### config.mk
export PLATFORM = sky130hd
export DESIGN_NAME = dvs_ref_stepper
export DESIGN_NICKNAME = d
export VERILOG_FILES = /design/src/rtl/dvs_pkg.sv /design/src/rtl/dvs_vid_decode.sv /design/src/rtl/dvs_vid_detect.sv /design/src/rtl/dvs_ref_stepper.sv
export SDC_FILE = /design/constraint.sdc
export NUM_CORES = 1
export LEC_CHECK = 0
export ABC_AREA = 1
export ABC_CLOCK_PERIOD_IN_PS = 5500
export BUFFER_PORTS_ARGS = -buffer_cell sky130_fd_sc_hd__buf_2
export CAP_MARGIN = 0
export CORE_UTILIZATION = 61
export CTS_CLUSTER_SIZE = 40
export DETAILED_ROUTE_END_ITERATION = 7
export GPL_TIMING_DRIVEN = 0
export PLACE_DENSITY = 0.84
export SYNTH_ARGS = -nofsm -noshare
export SYNTH_HDL_FRONTEND = slang
export SYNTH_SLANG_ARGS = --single-unit
### constraint.sdc
create_clock -name clk -period 5.5 [get_ports clk]
set_clock_uncertainty 0.15 [all_clocks]
set_input_delay 0.275 -clock clk [delete_from_list [all_inputs] [get_ports clk]]
set_output_delay 0.275 -clock clk [all_outputs]
set_load 0.03 [all_outputs]
### src/rtl/dvs_pkg.sv
package dvs_pkg;

    typedef enum logic [1:0] {
        ST_IDLE = 2'd0,
        ST_WAIT = 2'd1,
        ST_STEP = 2'd2
    } dvs_state_e;

endpackage

### src/rtl/dvs_vid_decode.sv
module dvs_vid_decode #(
    parameter int CODE_W = 5,
    parameter int REF_W  = 6
) (
    input  logic [CODE_W-1:0] code_i,
    output logic [REF_W-1:0]  tgt_o,
    output logic              off_o
);
    // Highest valid code maps to unit zero; code zero maps to the top unit.
    localparam int TOP_CODE = (1 << CODE_W) - 2;

    assign off_o = &code_i;
    assign tgt_o = REF_W'(TOP_CODE - int'(code_i));

endmodule

### src/rtl/dvs_vid_detect.sv
module dvs_vid_detect #(
    parameter int CODE_W = 5
) (
    input  logic              clk,
    input  logic              rst_n,
    input  logic              en_i,
    input  logic              tick_i,
    input  logic              load_i,
    input  logic [CODE_W-1:0] vid_i,
    input  logic [CODE_W-1:0] acc_i,
    output logic              hit_o,
    output logic [CODE_W-1:0] code_o
);
    logic [CODE_W-1:0] seen_q;

    always_ff @(posedge clk or negedge rst_n) begin
        if (!rst_n)
            seen_q <= '1;
        else if (en_i && (load_i || tick_i))
            seen_q <= vid_i;
    end

    // A code is qualified when two consecutive ticks observe the same value
    // and that value differs from the one already accepted.
    assign hit_o  = en_i && tick_i && !load_i && (vid_i == seen_q) && (seen_q != acc_i);
    assign code_o = seen_q;

endmodule

### src/rtl/dvs_ref_stepper.sv
module dvs_ref_stepper
    import dvs_pkg::*;
#(
    parameter int CODE_W     = 5,
    parameter int REF_W      = 6,
    parameter int WAIT_TICKS = 2,
    parameter int STEP_TICKS = 2
) (
    input  logic              clk,
    input  logic              rst_n,
    input  logic              tick_i,
    input  logic [CODE_W-1:0] vid_i,
    input  logic              en_i,
    input  logic              preload_i,
    output logic [REF_W-1:0]  ref_o,
    output logic              off_o,
    output logic              busy_o
);
    localparam int WCNT_W = (WAIT_TICKS > 1) ? $clog2(WAIT_TICKS) : 1;
    localparam int PH_W   = (STEP_TICKS > 1) ? $clog2(STEP_TICKS) : 1;
    localparam logic [WCNT_W-1:0] LAST_W = WCNT_W'(WAIT_TICKS - 1);
    localparam logic [PH_W-1:0]   LAST_P = PH_W'(STEP_TICKS - 1);
    localparam logic [CODE_W-1:0] OFF_CODE = '1;

    dvs_state_e        st_q, st_n;
    logic [REF_W-1:0]  ref_q, ref_n, tgt_q, tgt_n, goal;
    logic [CODE_W-1:0] acc_q, acc_n;
    logic [WCNT_W-1:0] wcnt_q, wcnt_n;
    logic [PH_W-1:0]   ph_q, ph_n;
    logic              run;

    logic              hit;
    logic [CODE_W-1:0] hit_code;
    logic [REF_W-1:0]  hit_tgt, pre_tgt;
    logic              hit_off, pre_off;

    dvs_vid_detect #(.CODE_W(CODE_W)) u_detect (
        .clk    (clk),
        .rst_n  (rst_n),
        .en_i   (en_i),
        .tick_i (tick_i),
        .load_i (preload_i),
        .vid_i  (vid_i),
        .acc_i  (acc_q),
        .hit_o  (hit),
        .code_o (hit_code)
    );

    dvs_vid_decode #(.CODE_W(CODE_W), .REF_W(REF_W)) u_dec_hit (
        .code_i (hit_code),
        .tgt_o  (hit_tgt),
        .off_o  (hit_off)
    );

    dvs_vid_decode #(.CODE_W(CODE_W), .REF_W(REF_W)) u_dec_pre (
        .code_i (vid_i),
        .tgt_o  (pre_tgt),
        .off_o  (pre_off)
    );

    // Next-state and datapath decisions.
    always_comb begin
        st_n   = st_q;
        ref_n  = ref_q;
        tgt_n  = tgt_q;
        acc_n  = acc_q;
        wcnt_n = wcnt_q;
        ph_n   = ph_q;
        goal   = tgt_q;
        run    = 1'b0;
        if (!en_i) begin
            st_n = ST_IDLE;
        end else if (preload_i) begin
            acc_n = vid_i;
            st_n  = ST_IDLE;
            if (!pre_off) begin
                ref_n = pre_tgt;
                tgt_n = pre_tgt;
            end
        end else if (tick_i) begin
            if (hit) begin
                acc_n = hit_code;
                if (hit_off) begin
                    st_n = ST_IDLE;
                end else begin
                    tgt_n = hit_tgt;
                    if (hit_tgt == ref_q) begin
                        st_n = ST_IDLE;
                    end else if (st_q == ST_STEP &&
                                 ((hit_tgt > ref_q) == (tgt_q > ref_q))) begin
                        goal = hit_tgt;
                        run  = 1'b1;
                    end else begin
                        st_n   = ST_WAIT;
                        wcnt_n = '0;
                    end
                end
            end else begin
                unique case (st_q)
                    ST_IDLE: ;
                    ST_WAIT: begin
                        if (wcnt_q == LAST_W) begin
                            st_n = ST_STEP;
                            ph_n = '0;
                        end else begin
                            wcnt_n = wcnt_q + 1'b1;
                        end
                    end
                    ST_STEP: run = 1'b1;
                    default: st_n = ST_IDLE;
                endcase
            end
            if (run) begin
                if (ph_q == LAST_P) begin
                    ph_n  = '0;
                    ref_n = (goal > ref_q) ? ref_q + 1'b1 : ref_q - 1'b1;
                    if (ref_n == goal)
                        st_n = ST_IDLE;
                end else begin
                    ph_n = ph_q + 1'b1;
                end
            end
        end
    end

    // State register.
    always_ff @(posedge clk or negedge rst_n) begin
        if (!rst_n) begin
            st_q   <= ST_IDLE;
            ref_q  <= '0;
            tgt_q  <= '0;
            acc_q  <= OFF_CODE;
            wcnt_q <= '0;
            ph_q   <= '0;
        end else begin
            st_q   <= st_n;
            ref_q  <= ref_n;
            tgt_q  <= tgt_n;
            acc_q  <= acc_n;
            wcnt_q <= wcnt_n;
            ph_q   <= ph_n;
        end
    end

    // Outputs.
    always_comb begin
        ref_o  = ref_q;
        off_o  = (acc_q == OFF_CODE);
        busy_o = (st_q != ST_IDLE);
    end

endmodule

==> impl_metrics.csv <==
group,metric,value,unit
die,core_area,0.00403,mm2
worst_setup_path,setup.worst_path.start,"u_detect.code_o[1]$_DFFE_PN1P_",
layout,ff_latch_area,663,um2
worst_setup_path,timing.critical_path.to,"st_q[1]$_DFFE_PN0P_",
drt,drcViolationCount,0,
grt,total_global_routing_track_utilization,0.324,
layout,nFillCells,270,
die,rows,23,
timing,tightest_slew,0.591,ns
clock_tree,cts_tree,"yes",
run_status,run_status,"finished, final reports clean",
layout,most_frequent_standard_cell_in_the_layout_excluding_fill_and_tap_cells,"sky130_fd_sc_hd__nand2_1",
worst_setup_path,worst_r2r_path_depth,38,
logic_synthesis,syn_inst,381,
timing,report.final.setup_viol,0,
power,power.static_leakage,1.61,nW
logic_synthesis,share_of_synthesized_flip_flops_with_an_asynchronous_set_or_reset,1.00,
drt,topRoutingLayerUsed,"met4",
logic_synthesis,synth_area,0.00259,mm2
drt,vias,2778,
drt,avgRoutedWirePerCell,15.7,um
power,internal-power,0.763,mW
timing,final_min_period_over_clock_period,0.964,
drt,met3_length,482,um
logic_synthesis,syn_nets,416,
clock_tree,path_clk_slew,0.10,ns
worst_setup_path,critical_path.max_fanout,8,
die,die_h,67.2,um
layout,layout_cells_sized_above_1,0.315,
drt,ant_nets,0,
die,start_util,0.644,
power,combPwrFrac,0.707,
logic_synthesis,ys_ff_latch,26,
grt,grt_remaining_overflow,0,
die,floorplan.io_pins,18,
clock_tree,clock_latency,0.28,ns
logic_synthesis,yosysSeqAreaShare,0.256,
layout,layout_nets,461,
timing,final_setup_tns,0,ns
clock_tree,number_of_clock_sinks,26,
worst_setup_path,slowest_library_cell_on_the_worst_path,"sky130_fd_sc_hd__dfstp_2",
drt,wirelength,7460,um
clock_tree,clock_path_buffers,2,
logic_synthesis,synthDominantCellAreaShare,0.154,
worst_setup_path,rrSetupSlack,0.20,ns
placement,postPlaceCellArea,0.00274,mm2
power,pwr-share-clk,0.109,
logic_synthesis,synth-warning-count,0,
worst_setup_path,critical_path.max_stage_delay,0.61,ns
layout,final_design_area_no_fill,0.00323,mm2
drt,detailedRoute.firstIterationViolations,238,
logic_synthesis,ys_types,37,
worst_setup_path,critical_path.startpoint_type,"register",
grt,grt_pass1_vias,2474,
die,design.die.area,0.00452,mm2
placement,count_of_port_buffers_added_during_placement,17,
layout,multi_input_comb_area,0.00188,mm2
worst_hold_path,hold_class,"input pin to register",
worst_setup_path,cp_data_required_time,5.53,ns
worst_setup_path,worst_ep_arrival_time,5.34,ns
grt,grt_pass1_wl,10900,um
drt,routedLengthMet1,2970,um
worst_setup_path,r2r_end,"st_q[1]$_DFFE_PN0P_",
clock_tree,cts.htree.levels,1,
placement,dp_hpwl,5040,um
job,max_cap_viol_count,0,
grt,maximum_number_of_pins_on_one_net_before_global_route_repair,27,
drt,met2_length,3720,um
layout,mostFrequentLayoutCells,"sky130_fd_sc_hd__nand2_1 (82), sky130_fd_sc_hd__inv_1 (50), sky130_fd_sc_hd__o21ai_0 (33)",
drt,routed_via_density,5.85,
logic_synthesis,number_of_synthesized_flops_with_an_enable_pin,0,
timing,period_needed,5.30,ns
timing,finalHoldViolCount,0,
drt,drt_pass1_iterations,6,
worst_setup_path,timing.critical_path.mode_cell,"sky130_fd_sc_hd__nand2_2",
worst_setup_path,regToRegStartpoint,"u_detect.code_o[1]$_DFFE_PN1P_",
timing,max_clock_freq,0.189,GHz
timing,worst_slew_margin_rel,0.606,
worst_setup_path,setup.worst_path.end_class,"register",
timing,report.final.slew_viol_count,0,
power,power.switching,0.750,mW
clock_tree,cts_buffers,3,
grt,number_of_antenna_violations_at_the_first_check_in_global_routing,0,
placement,gp_congestion,0.931,
layout,insertedDiodeCount,0,
logic_synthesis,ys_top_cells_by_area,"sky130_fd_sc_hd__dfrtp_1 (15%), sky130_fd_sc_hd__nand2_1 (14%), sky130_fd_sc_hd__ha_1 (12%)",
die,die-width,67.2,um
power,p_per_area,469,mW/mm2
logic_synthesis,synth_area_per_cell,6.81,um2
worst_setup_path,criticalPathCategory,"register to register",
logic_synthesis,synth_top_cell_by_area,"sky130_fd_sc_hd__dfrtp_1",
power,ir_drop,263,uV
logic_synthesis,dominantRegCellSynth,"sky130_fd_sc_hd__dfrtp_1",
power,seq_power_share,0.183,
clock_tree,cts_root_buffer,"sky130_fd_sc_hd__clkbuf_8",
layout,area_growth,24.4,%
power,sw_frac_of_total,0.496,
==> layer usage <==
layer  vias to the layer above  GRT usage
met1                      1276      0.398
met3                        33     0.0422
met4                         0      0.125
met2                       148      0.571
met5                         -          0
li1                       1321          -
==> area by class of cell <==
| class | count | share of cell area |
|---|---|---|
| inverters | 60 | 0.0717 |
| multi-input cells | 288 | 0.583 |
| plain buffers | 7 | 0.0155 |
| clock buffers | 3 | 0.0128 |
| clock inverters | 1 | 0.00930 |
| repair buffers | 40 | 0.0829 |
| well taps | 50 | 0.0194 |
| flip-flops and latches | 26 | 0.205 |
==> registers in the layout, summed over array words and instances (netlist names) <==
| name | count |
|---|---|
| tgt_q | 6 |
| st_q | 2 |
| u_detect.code_o | 5 |
| ph_q | 1 |
| wcnt_q | 1 |
| ref_o | 6 |
| acc_q | 5 |
==> Yosys cell counts, types with 3 or more instances <==
| master | n |
|---|---|
| sky130_fd_sc_hd__nand2_1 | 98 |
| sky130_fd_sc_hd__inv_1 | 55 |
| sky130_fd_sc_hd__o21ai_0 | 36 |
| sky130_fd_sc_hd__nor2_1 | 34 |
| sky130_fd_sc_hd__nand3_1 | 26 |
| sky130_fd_sc_hd__ha_1 | 24 |
| sky130_fd_sc_hd__dfrtp_1 | 16 |
| sky130_fd_sc_hd__a21oi_1 | 11 |
| sky130_fd_sc_hd__dfstp_2 | 10 |
| sky130_fd_sc_hd__nand2_2 | 9 |
| sky130_fd_sc_hd__nand4_1 | 7 |
| sky130_fd_sc_hd__xor2_1 | 7 |
| sky130_fd_sc_hd__a31oi_1 | 5 |
| sky130_fd_sc_hd__clkbuf_1 | 4 |
| sky130_fd_sc_hd__o21ai_2 | 4 |
| sky130_fd_sc_hd__nor2_4 | 3 |
| sky130_fd_sc_hd__nor3_1 | 3 |
| sky130_fd_sc_hd__xnor2_1 | 3 |
==> logic make-up (layout without fill, tap and decap cells) <==
logic type               after synthesis  in the layout  share of synthesized area
AND/OR/NAND/NOR                      190            190                      0.342
adder cells (fa/ha/maj)               25             25                      0.123
flip-flops                            26             26                      0.256
buffers and inverters                 67            111                      0.108
XOR/XNOR                              10             10                     0.0338
AO/OA/AOI/OAI                         63             63                      0.137
==> worst max-delay path, delay by kind of cell, from the launching register on <==
| kind | cells | cell delay [ns] |
|---|---|---|
| AND/OR/NAND/NOR | 23 | 2.32 |
| adder cells (fa/ha/maj) | 3 | 0.75 |
| XOR/XNOR | 1 | 0.23 |
| AO/OA/AOI/OAI | 5 | 0.54 |
| flip-flops | 1 | 0.61 |
| buffers and inverters | 6 | 0.56 |
==> power groups by stage <==
stage / clock [mW] / combinational [mW] / sequential, mW
floorplan: 0 / 0.600 / 0.306
global placement: 0 / 0.792 / 0.274
detailed placement: 0 / 0.816 / 0.277
CTS: 0.167 / 0.833 / 0.271
global route: 0.174 / 1.18 / 0.282
finish: 0.165 / 1.07 / 0.277
==> per-stage QoR <==
| step | instances | util | setup slack, ns | total power [mW] | hold slack, ns |
|---|---|---|---|---|---|
| global placement | 448 | 0.681 | -0.140 | 1.07 | 0.156 |
| finish | 475 | 0.801 | 0.196 | 1.51 | 0.0917 |
| global route | 475 | 0.801 | -0.158 | 1.63 | 0.0880 |
| CTS | 458 | 0.715 | 0.00403 | 1.27 | 0.0896 |
| detailed placement | 448 | 0.681 | -0.234 | 1.09 | 0.163 |
| floorplan | 381 | - | 0.585 | 0.906 | -0.171 |
==> what timing repair did <==
action	CTS	global route
setup endpoints to repair	2	4
resized for setup	5	54
setup buffers	5	17
hold buffers	1	0
endpoints found under the hold margin	16	0
pin swaps	3	33
==> how the worst min path moves through the flow <==
stage / startpoint / endpoint / slack (ns) / cells after the start
finish: vid_i[3] / acc_q[3]$_DFFE_PN1P_ / 0.09 / 3
global route: vid_i[3] / acc_q[3]$_DFFE_PN1P_ / 0.09 / 3
CTS: vid_i[3] / acc_q[3]$_DFFE_PN1P_ / 0.09 / 3
detailed placement: rst_n / tgt_q[4]$_DFFE_PN0P_ / 0.16 / 1
global placement: rst_n / tgt_q[5]$_DFFE_PN0P_ / 0.16 / 1
floorplan: rst_n / ph_q$_DFFE_PN0P_ / -0.17 / 0
(Power assumes the default switching activity.)
